$ cat config.mk
export PLATFORM = sky130hd
export DESIGN_NAME = adc_serial_port
export DESIGN_NICKNAME = d
export VERILOG_FILES = /design/src/rtl/adc_sp_pkg.sv /design/src/rtl/adc_sp_sync.sv /design/src/rtl/adc_sp_bank.sv /design/src/rtl/adc_sp_lane_sel.sv /design/src/rtl/adc_serial_port.sv
export SDC_FILE = /design/constraint.sdc
export NUM_CORES = 1
export LEC_CHECK = 0
export BUFFER_PORTS_ARGS = -buffer_cell sky130_fd_sc_hd__buf_2
export CAP_MARGIN = 20
export CELL_PAD_IN_SITES_DETAIL_PLACEMENT = 1
export CELL_PAD_IN_SITES_GLOBAL_PLACEMENT = 2
export CORE_ASPECT_RATIO = 0.9
export CORE_UTILIZATION = 36
export CTS_CLUSTER_DIAMETER = 80
export DETAILED_ROUTE_END_ITERATION = 10
export PLACE_DENSITY = 0.85
export SETUP_SLACK_MARGIN = 0.5
export SLEW_MARGIN = 15
export SYNTH_ARGS = -nofsm -noshare
export SYNTH_HDL_FRONTEND = slang
export SYNTH_SLANG_ARGS = --single-unit
$ cat constraint.sdc
create_clock -name clk -period 3.4 [get_ports clk]
set_clock_uncertainty 0.15 [all_clocks]
set_input_delay 0.68 -clock clk [delete_from_list [all_inputs] [get_ports clk]]
set_output_delay 0.68 -clock clk [all_outputs]
set_load 0.02 [all_outputs]
$ cat src/rtl/adc_sp_pkg.sv
package adc_sp_pkg;

    // Framing state of the serial port.
    typedef enum logic {
        PH_IDLE  = 1'b0,
        PH_FRAME = 1'b1
    } frame_phase_e;

    // Number of data lanes; lane l starts l*NUM_CH/SP_LANES channels ahead.
    localparam int unsigned SP_LANES = 2;

endpackage

$ cat src/rtl/adc_sp_sync.sv
// Resynchronizes an asynchronous host pin and flags its edges.
module adc_sp_sync #(
    parameter int unsigned STAGES   = 2,
    parameter logic        IDLE_VAL = 1'b1
) (
    input  logic clk,
    input  logic rst_n,
    input  logic async_in,
    output logic rise,
    output logic fall
);

    typedef struct packed {
        logic [STAGES-1:0] chain;
        logic              prev;
    } sync_t;

    sync_t s_d, s_q;

    always_comb begin
        s_d       = s_q;
        s_d.chain = {s_q.chain[STAGES-2:0], async_in};
        s_d.prev  = s_q.chain[STAGES-1];
    end

    always_ff @(posedge clk) begin
        if (!rst_n) begin
            s_q.chain <= {STAGES{IDLE_VAL}};
            s_q.prev  <= IDLE_VAL;
        end else begin
            s_q <= s_d;
        end
    end

    assign rise = ~s_q.prev &  s_q.chain[STAGES-1];
    assign fall =  s_q.prev & ~s_q.chain[STAGES-1];

endmodule

$ cat src/rtl/adc_sp_bank.sv
// Holding register filled on a busy fall, output bank filled on commit.
module adc_sp_bank #(
    parameter int unsigned NUM_CH = 8,
    parameter int unsigned RES_W  = 14
) (
    input  logic                    clk,
    input  logic                    rst_n,
    input  logic                    capture,
    input  logic                    commit,
    input  logic [NUM_CH*RES_W-1:0] result_data,
    output logic [NUM_CH*RES_W-1:0] bank
);

    localparam int unsigned BANK_W = NUM_CH * RES_W;

    typedef struct packed {
        logic [BANK_W-1:0] hold;
        logic [BANK_W-1:0] out;
    } bank_t;

    bank_t b_d, b_q;

    always_comb begin
        b_d = b_q;
        if (commit) begin
            b_d.out = b_q.hold;
        end
        if (capture) begin
            b_d.hold = result_data;
        end
    end

    always_ff @(posedge clk) begin
        if (!rst_n) begin
            b_q <= '0;
        end else begin
            b_q <= b_d;
        end
    end

    assign bank = b_q.out;

endmodule

$ cat src/rtl/adc_sp_lane_sel.sv
// Picks the current bit of one lane, rotated by a fixed channel offset.
module adc_sp_lane_sel #(
    parameter int unsigned NUM_CH    = 8,
    parameter int unsigned RES_W     = 14,
    parameter int unsigned CH_OFFSET = 0,
    localparam int unsigned CH_W     = (NUM_CH > 1) ? $clog2(NUM_CH) : 1,
    localparam int unsigned BIT_W    = $clog2(RES_W)
) (
    input  logic [NUM_CH*RES_W-1:0] bank,
    input  logic [CH_W-1:0]         ch,
    input  logic [BIT_W-1:0]        bitc,
    output logic                    dout
);

    logic [CH_W:0]      sum;
    logic [CH_W-1:0]    idx;
    logic [RES_W-1:0]   word;

    always_comb begin
        sum = {1'b0, ch} + (CH_W+1)'(CH_OFFSET);
        if (sum >= (CH_W+1)'(NUM_CH)) begin
            sum = sum - (CH_W+1)'(NUM_CH);
        end
        idx  = sum[CH_W-1:0];
        word = bank[int'(idx)*RES_W +: RES_W];
        dout = word[BIT_W'(RES_W-1) - bitc];
    end

endmodule

$ cat src/rtl/adc_serial_port.sv
module adc_serial_port
    import adc_sp_pkg::*;
#(
    parameter int unsigned NUM_CH      = 8,
    parameter int unsigned RES_W       = 14,
    parameter int unsigned SYNC_STAGES = 2
) (
    input  logic                    clk,
    input  logic                    rst_n,
    input  logic                    busy,
    input  logic [NUM_CH*RES_W-1:0] result_data,
    input  logic                    cs_n,
    input  logic                    sclk,
    output logic                    dout_a,
    output logic                    dout_a_oe,
    output logic                    dout_b,
    output logic                    dout_b_oe,
    output logic                    first_flag,
    output logic                    first_flag_oe
);

    localparam int unsigned CH_W   = (NUM_CH > 1) ? $clog2(NUM_CH) : 1;
    localparam int unsigned BIT_W  = $clog2(RES_W);
    localparam int unsigned BANK_W = NUM_CH * RES_W;
    localparam logic [CH_W-1:0]  CH_LAST  = CH_W'(NUM_CH - 1);
    localparam logic [BIT_W-1:0] BIT_LAST = BIT_W'(RES_W - 1);

    typedef struct packed {
        frame_phase_e    phase;
        logic            flag;
        logic            pend;
        logic            busy_prev;
        logic [CH_W-1:0] ch;
        logic [BIT_W-1:0] bitc;
    } ctl_t;

    ctl_t st_d, st_q;

    logic cs_rise, cs_fall, sclk_rise, sclk_fall;
    logic capture, commit;
    logic [BANK_W-1:0]   bank_flat;
    logic [SP_LANES-1:0] lane_bit;

    adc_sp_sync #(.STAGES(SYNC_STAGES), .IDLE_VAL(1'b1)) u_cs_sync (
        .clk(clk), .rst_n(rst_n), .async_in(cs_n),
        .rise(cs_rise), .fall(cs_fall)
    );

    adc_sp_sync #(.STAGES(SYNC_STAGES), .IDLE_VAL(1'b1)) u_sclk_sync (
        .clk(clk), .rst_n(rst_n), .async_in(sclk),
        .rise(sclk_rise), .fall(sclk_fall)
    );

    assign capture = st_q.busy_prev & ~busy;
    assign commit  = st_q.pend & (st_q.phase == PH_IDLE);

    adc_sp_bank #(.NUM_CH(NUM_CH), .RES_W(RES_W)) u_bank (
        .clk(clk), .rst_n(rst_n), .capture(capture), .commit(commit),
        .result_data(result_data), .bank(bank_flat)
    );

    for (genvar l = 0; l < SP_LANES; l++) begin : g_lane
        adc_sp_lane_sel #(
            .NUM_CH(NUM_CH), .RES_W(RES_W),
            .CH_OFFSET(l * NUM_CH / SP_LANES)
        ) u_sel (
            .bank(bank_flat), .ch(st_q.ch), .bitc(st_q.bitc),
            .dout(lane_bit[l])
        );
    end

    always_comb begin
        st_d           = st_q;
        st_d.busy_prev = busy;

        if (capture) begin
            st_d.pend = 1'b1;
        end else if (commit) begin
            st_d.pend = 1'b0;
        end

        // New results restart the walk at channel 1, MSB.
        if (commit) begin
            st_d.ch   = '0;
            st_d.bitc = '0;
        end

        unique case (st_q.phase)
            PH_IDLE: begin
                if (cs_fall) begin
                    st_d.phase = PH_FRAME;
                    st_d.flag  = (st_d.ch == '0) && (st_d.bitc == '0);
                end
            end
            PH_FRAME: begin
                if (cs_rise) begin
                    st_d.phase = PH_IDLE;
                    st_d.flag  = 1'b0;
                end else begin
                    if (sclk_fall && (st_q.ch == '0) && (st_q.bitc == BIT_LAST)) begin
                        st_d.flag = 1'b0;
                    end
                    if (sclk_rise) begin
                        if (st_q.bitc == BIT_LAST) begin
                            st_d.bitc = '0;
                            st_d.ch   = (st_q.ch == CH_LAST) ? '0 : st_q.ch + 1'b1;
                        end else begin
                            st_d.bitc = st_q.bitc + 1'b1;
                        end
                    end
                end
            end
            default: st_d.phase = PH_IDLE;
        endcase
    end

    always_ff @(posedge clk) begin
        if (!rst_n) begin
            st_q.phase     <= PH_IDLE;
            st_q.flag      <= 1'b0;
            st_q.pend      <= 1'b0;
            st_q.busy_prev <= 1'b0;
            st_q.ch        <= '0;
            st_q.bitc      <= '0;
        end else begin
            st_q <= st_d;
        end
    end

    assign dout_a        = lane_bit[0];
    assign dout_b        = lane_bit[1];
    assign dout_a_oe     = (st_q.phase == PH_FRAME);
    assign dout_b_oe     = (st_q.phase == PH_FRAME);
    assign first_flag    = st_q.flag;
    assign first_flag_oe = (st_q.phase == PH_FRAME);

endmodule

==> reports/results.txt <==
maximum vdd drop = 0.3245 mV
Max-cap violations = 0
CP required = 2.57 ns
Antenna diodes = 0
Net Sw Frac = 21.90%
relative slew slack = 53.70%
number of flops mapped to enable cells by yosys = 0
Post-Route WL = 31870 µm
full die area = 30370 µm²
CTS clk-pin slew, worst paths = 0.06 ns
clock net sink count = 241
Place WS = 0.2213 ns
clock share of power = 47.6%
Worst Hold Class = in2reg
Most used DFF post-synth = dfxtp_1
Initial Util = 36.83%
Mean Syn Cell Area = 8.658 µm²
TritonCTS clock tree = built
worst-margin pin slew = 0.6945 ns
critical-path maximum fanout = 12
number of distinct library cells after synthesis = 47
warnings from Yosys = 0
status = finished with violations
met2 routed WL = 14160 µm
reg-to-reg startpoint = st_q[0]
Worst setup endpoint = dout_b
top routing layer in use = met4
Flop pwr share = 47.9%
root buf cell = clkbuf_16
vias in the first global route = 8619
Final HPWL DP = 22710 µm
failing checks = negative setup slack
area of the multi-input gates = 5463 µm²
GRT overflow = 0
first-pass GRT wire length = 49360 µm
R2R Path End = first_flag
Nets = 1442
Worst Setup Start Kind = flop
WS Path Type = reg2out
DRC violation total after the first TritonRoute iteration = 529
Worst R2R Setup Slack = 1.27 ns
Pre-Repair DR Iteration Count = 4
flops & latches, synth = 241
H-tree depth = 1
clk_lat worst skew = 0.54 ns
non-filler instance count after layout = 1733
async set-reset flop share out of synthesis = 0%
Avg Vias per Cell = 5.119
WL met3 = 1503 µm
I/O Pins = 123
Die Ht = 165.4 µm
Pwr Density = 478.1 nW/µm²
Via Count = 8872
unrepaired setup endpoints after global routing = true
RePlAce Congestion = 0.9106
placed insts = 1680
initial antenna violation count = 0
Post-Synthesis Cells = 1234
Period Utilization, post-route = 105.1%
combinational share of power = 4.5%
Register-to-Register Path Depth = 6
Port Buf Inserts = 122
endpoints failing hold = 0
Area growth syn-to-layout = 19.08%
Max Clk Rate = 279.7 MHz
worst setup margin = -0.1751 ns
Core Area = 29010 µm²
Syn Nets = 1358
NetSw = 1332 µW
largest net degree at the start of global routing = 124
endpoint class of the critical path = output pin
Tmin final = 3.575 ns
Static Leakage = 0.004348 µW
antenna viol nets, final = 0
Rows = 59
DR WL/cell = 18.39 µm
Critical Path Source = st_q[1]
DRT met1 WL = 15510 µm
Setup Viol. Count Final = 2
sequential area share after synthesis = 45.16%
share of cells above drive strength 1 = 19.37%
crit path DAT = 2.75 ns
Final Max Slew Viols = 0
Overall Global Routing Usage = 21.11%
CTS Buf Count = 26
clk buf depth = 3
Layout fillers = 3379
width of the chip = 183.6 µm
Syn Std Cell Area = 10680 µm²
drt drc = 0
Int Pwr = 4750 µW
Reg area = 4833 µm²
Final Util = 43.85%
## registers in the layout (all words and copies together), names as in the netlist, 2 cells and up
register / flops
u_bank.bank: 112
u_sclk_sync.s_d: 2
st_q: 9
u_bank.b_q: 112
u_cs_sync.s_d: 2
## cell families (layout without fill, tap and decap cells)
logic type                 after synthesis  after routing  synth area share [%]
adders and majority gates                7              7                0.8197
and+or+nand+nor                        539            539                 20.26
AOI/OAI and AO/OA                      272            272                 18.90
DFF                                    241            241                 45.16
muxes                                   71             71                 10.55
xor gates and xnor gates                 1              1               0.08199
buffers and inverters                  103            206                 4.228
## power groups by stage
stage	clock network, µW	registers, µW	logic [µW]
2_1_floorplan	0	2960	167
3_3_place_gp	0	2980	276
3_5_place_dp	0	2980	281
4_1_cts	2960	2910	283
5_1_grt	3080	2920	312
6_report	2890	2910	276
## how the worst min path moves through the flow
stage                             startpoint            endpoint  slack, ns  depth (start not counted)
after floorplan             u_cs_sync.s_d[2]    u_cs_sync.s_d[0]       0.24                          1
after CTS                               cs_n    u_cs_sync.s_d[2]       0.17                          2
final                                   cs_n    u_cs_sync.s_d[2]       0.19                          2
after detailed placement  u_sclk_sync.s_d[2]  u_sclk_sync.s_d[0]       0.25                          1
after global placement      u_cs_sync.s_d[2]    u_cs_sync.s_d[0]       0.25                          1
after global routing                    cs_n    u_cs_sync.s_d[2]       0.17                          2
## synthesized netlist by cell type, drive strengths merged (7+ instances only)
master | instances | share of area [%]
a21boi | 229 | 16
buf | 19 | 1.3
clkbuf | 81 | 2.8
dfxtp | 241 | 45
ha | 7 | 0.82
mux2 | 14 | 1.5
mux2i | 26 | 2.4
mux4 | 31 | 6.6
nand2 | 471 | 17
nand2b | 13 | 0.76
nand3 | 7 | 0.33
nor2 | 14 | 0.49
nor2b | 11 | 0.64
nor4 | 7 | 0.47
o21ai | 9 | 0.42
o22ai | 8 | 0.47
## worst max-delay path: stages, from the launching register on
cell	delay [ns]
dfxtp_1	0.31
buf_4	0.19
nor2_1	0.49
nand2_1	0.16
nor4_1	0.51
nor4_4	0.09
a32oi_1	0.19
buf_4	0.16
buf_6	0.11
## timing repair
| item | CTS | global route |
|---|---|---|
| pin swaps | 5 | 3 |
| endpoints found under the setup margin | 2 | 2 |
| setup buffers | 4 | 0 |
| gates resized for setup | 21 | 5 |
| hold buffers | 0 | 0 |
| gates cloned | 2 | 0 |
## metal layers
metal | global-route usage (%) | up-vias
li1 | - | 4312
met1 | 30.02 | 4300
met2 | 33.94 | 215
met3 | 2.895 | 45
met4 | 4.621 | 0
met5 | 0 | -
## metrics by stage
stage / hold slack, ns / cell area (µm²) / total power, µW / setup TNS [ns]
after floorplan: 0.2363 / 10680 / 3130 / 0
after global placement: 0.2532 / 11670 / 3252 / 0
after detailed placement: 0.2536 / 11670 / 3257 / 0
after CTS: 0.1714 / 12700 / 6154 / -0.3204
after global routing: 0.1737 / 12720 / 6308 / -0.4795
final: 0.1852 / 12720 / 6082 / -0.2836
## placed cells by master, fill, tap and decap left out, types with 2 or more instances in the layout
cell / Yosys / layout
a211oi_1: 4 / 4
inv_1: 2 / 2
ha_1: 7 / 7
nor3_1: 4 / 4
nand2b_4: 0 / 2
buf_2: 6 / 119
o21ai_0: 9 / 8
clkbuf_16: 0 / 27
buf_12: 1 / 8
nor4_1: 6 / 6
nor2b_1: 11 / 9
a31oi_1: 2 / 2
bufinv_16: 0 / 2
mux2i_1: 26 / 25
o22ai_1: 8 / 8
a21boi_0: 229 / 229
nand3_1: 7 / 7
nand2_1: 471 / 471
buf_6: 2 / 3
a32oi_1: 4 / 3
buf_4: 4 / 23
clkinv_2: 0 / 7
nand4b_1: 3 / 3
and2_1: 4 / 4
a21oi_1: 4 / 4
nand2b_1: 13 / 11
mux2_2: 14 / 14
clkbuf_1: 81 / 4
o41ai_1: 3 / 3
dfxtp_4: 0 / 2
dfxtp_1: 241 / 238
nor2_1: 14 / 14
nor2b_4: 0 / 2
clkbuf_8: 0 / 7
mux4_2: 28 / 31
## layout make-up
cell class | count | share of cell area (%)
tap | 396 | 3.895
sequential | 241 | 37.99
timing repair buffer | 156 | 8.153
clock inverter | 9 | 0.7474
multi-input combinational | 890 | 42.94
clock buffer | 38 | 6.186
inverter | 3 | 0.08851
Note: power is estimated with default switching activity, not from simulation.
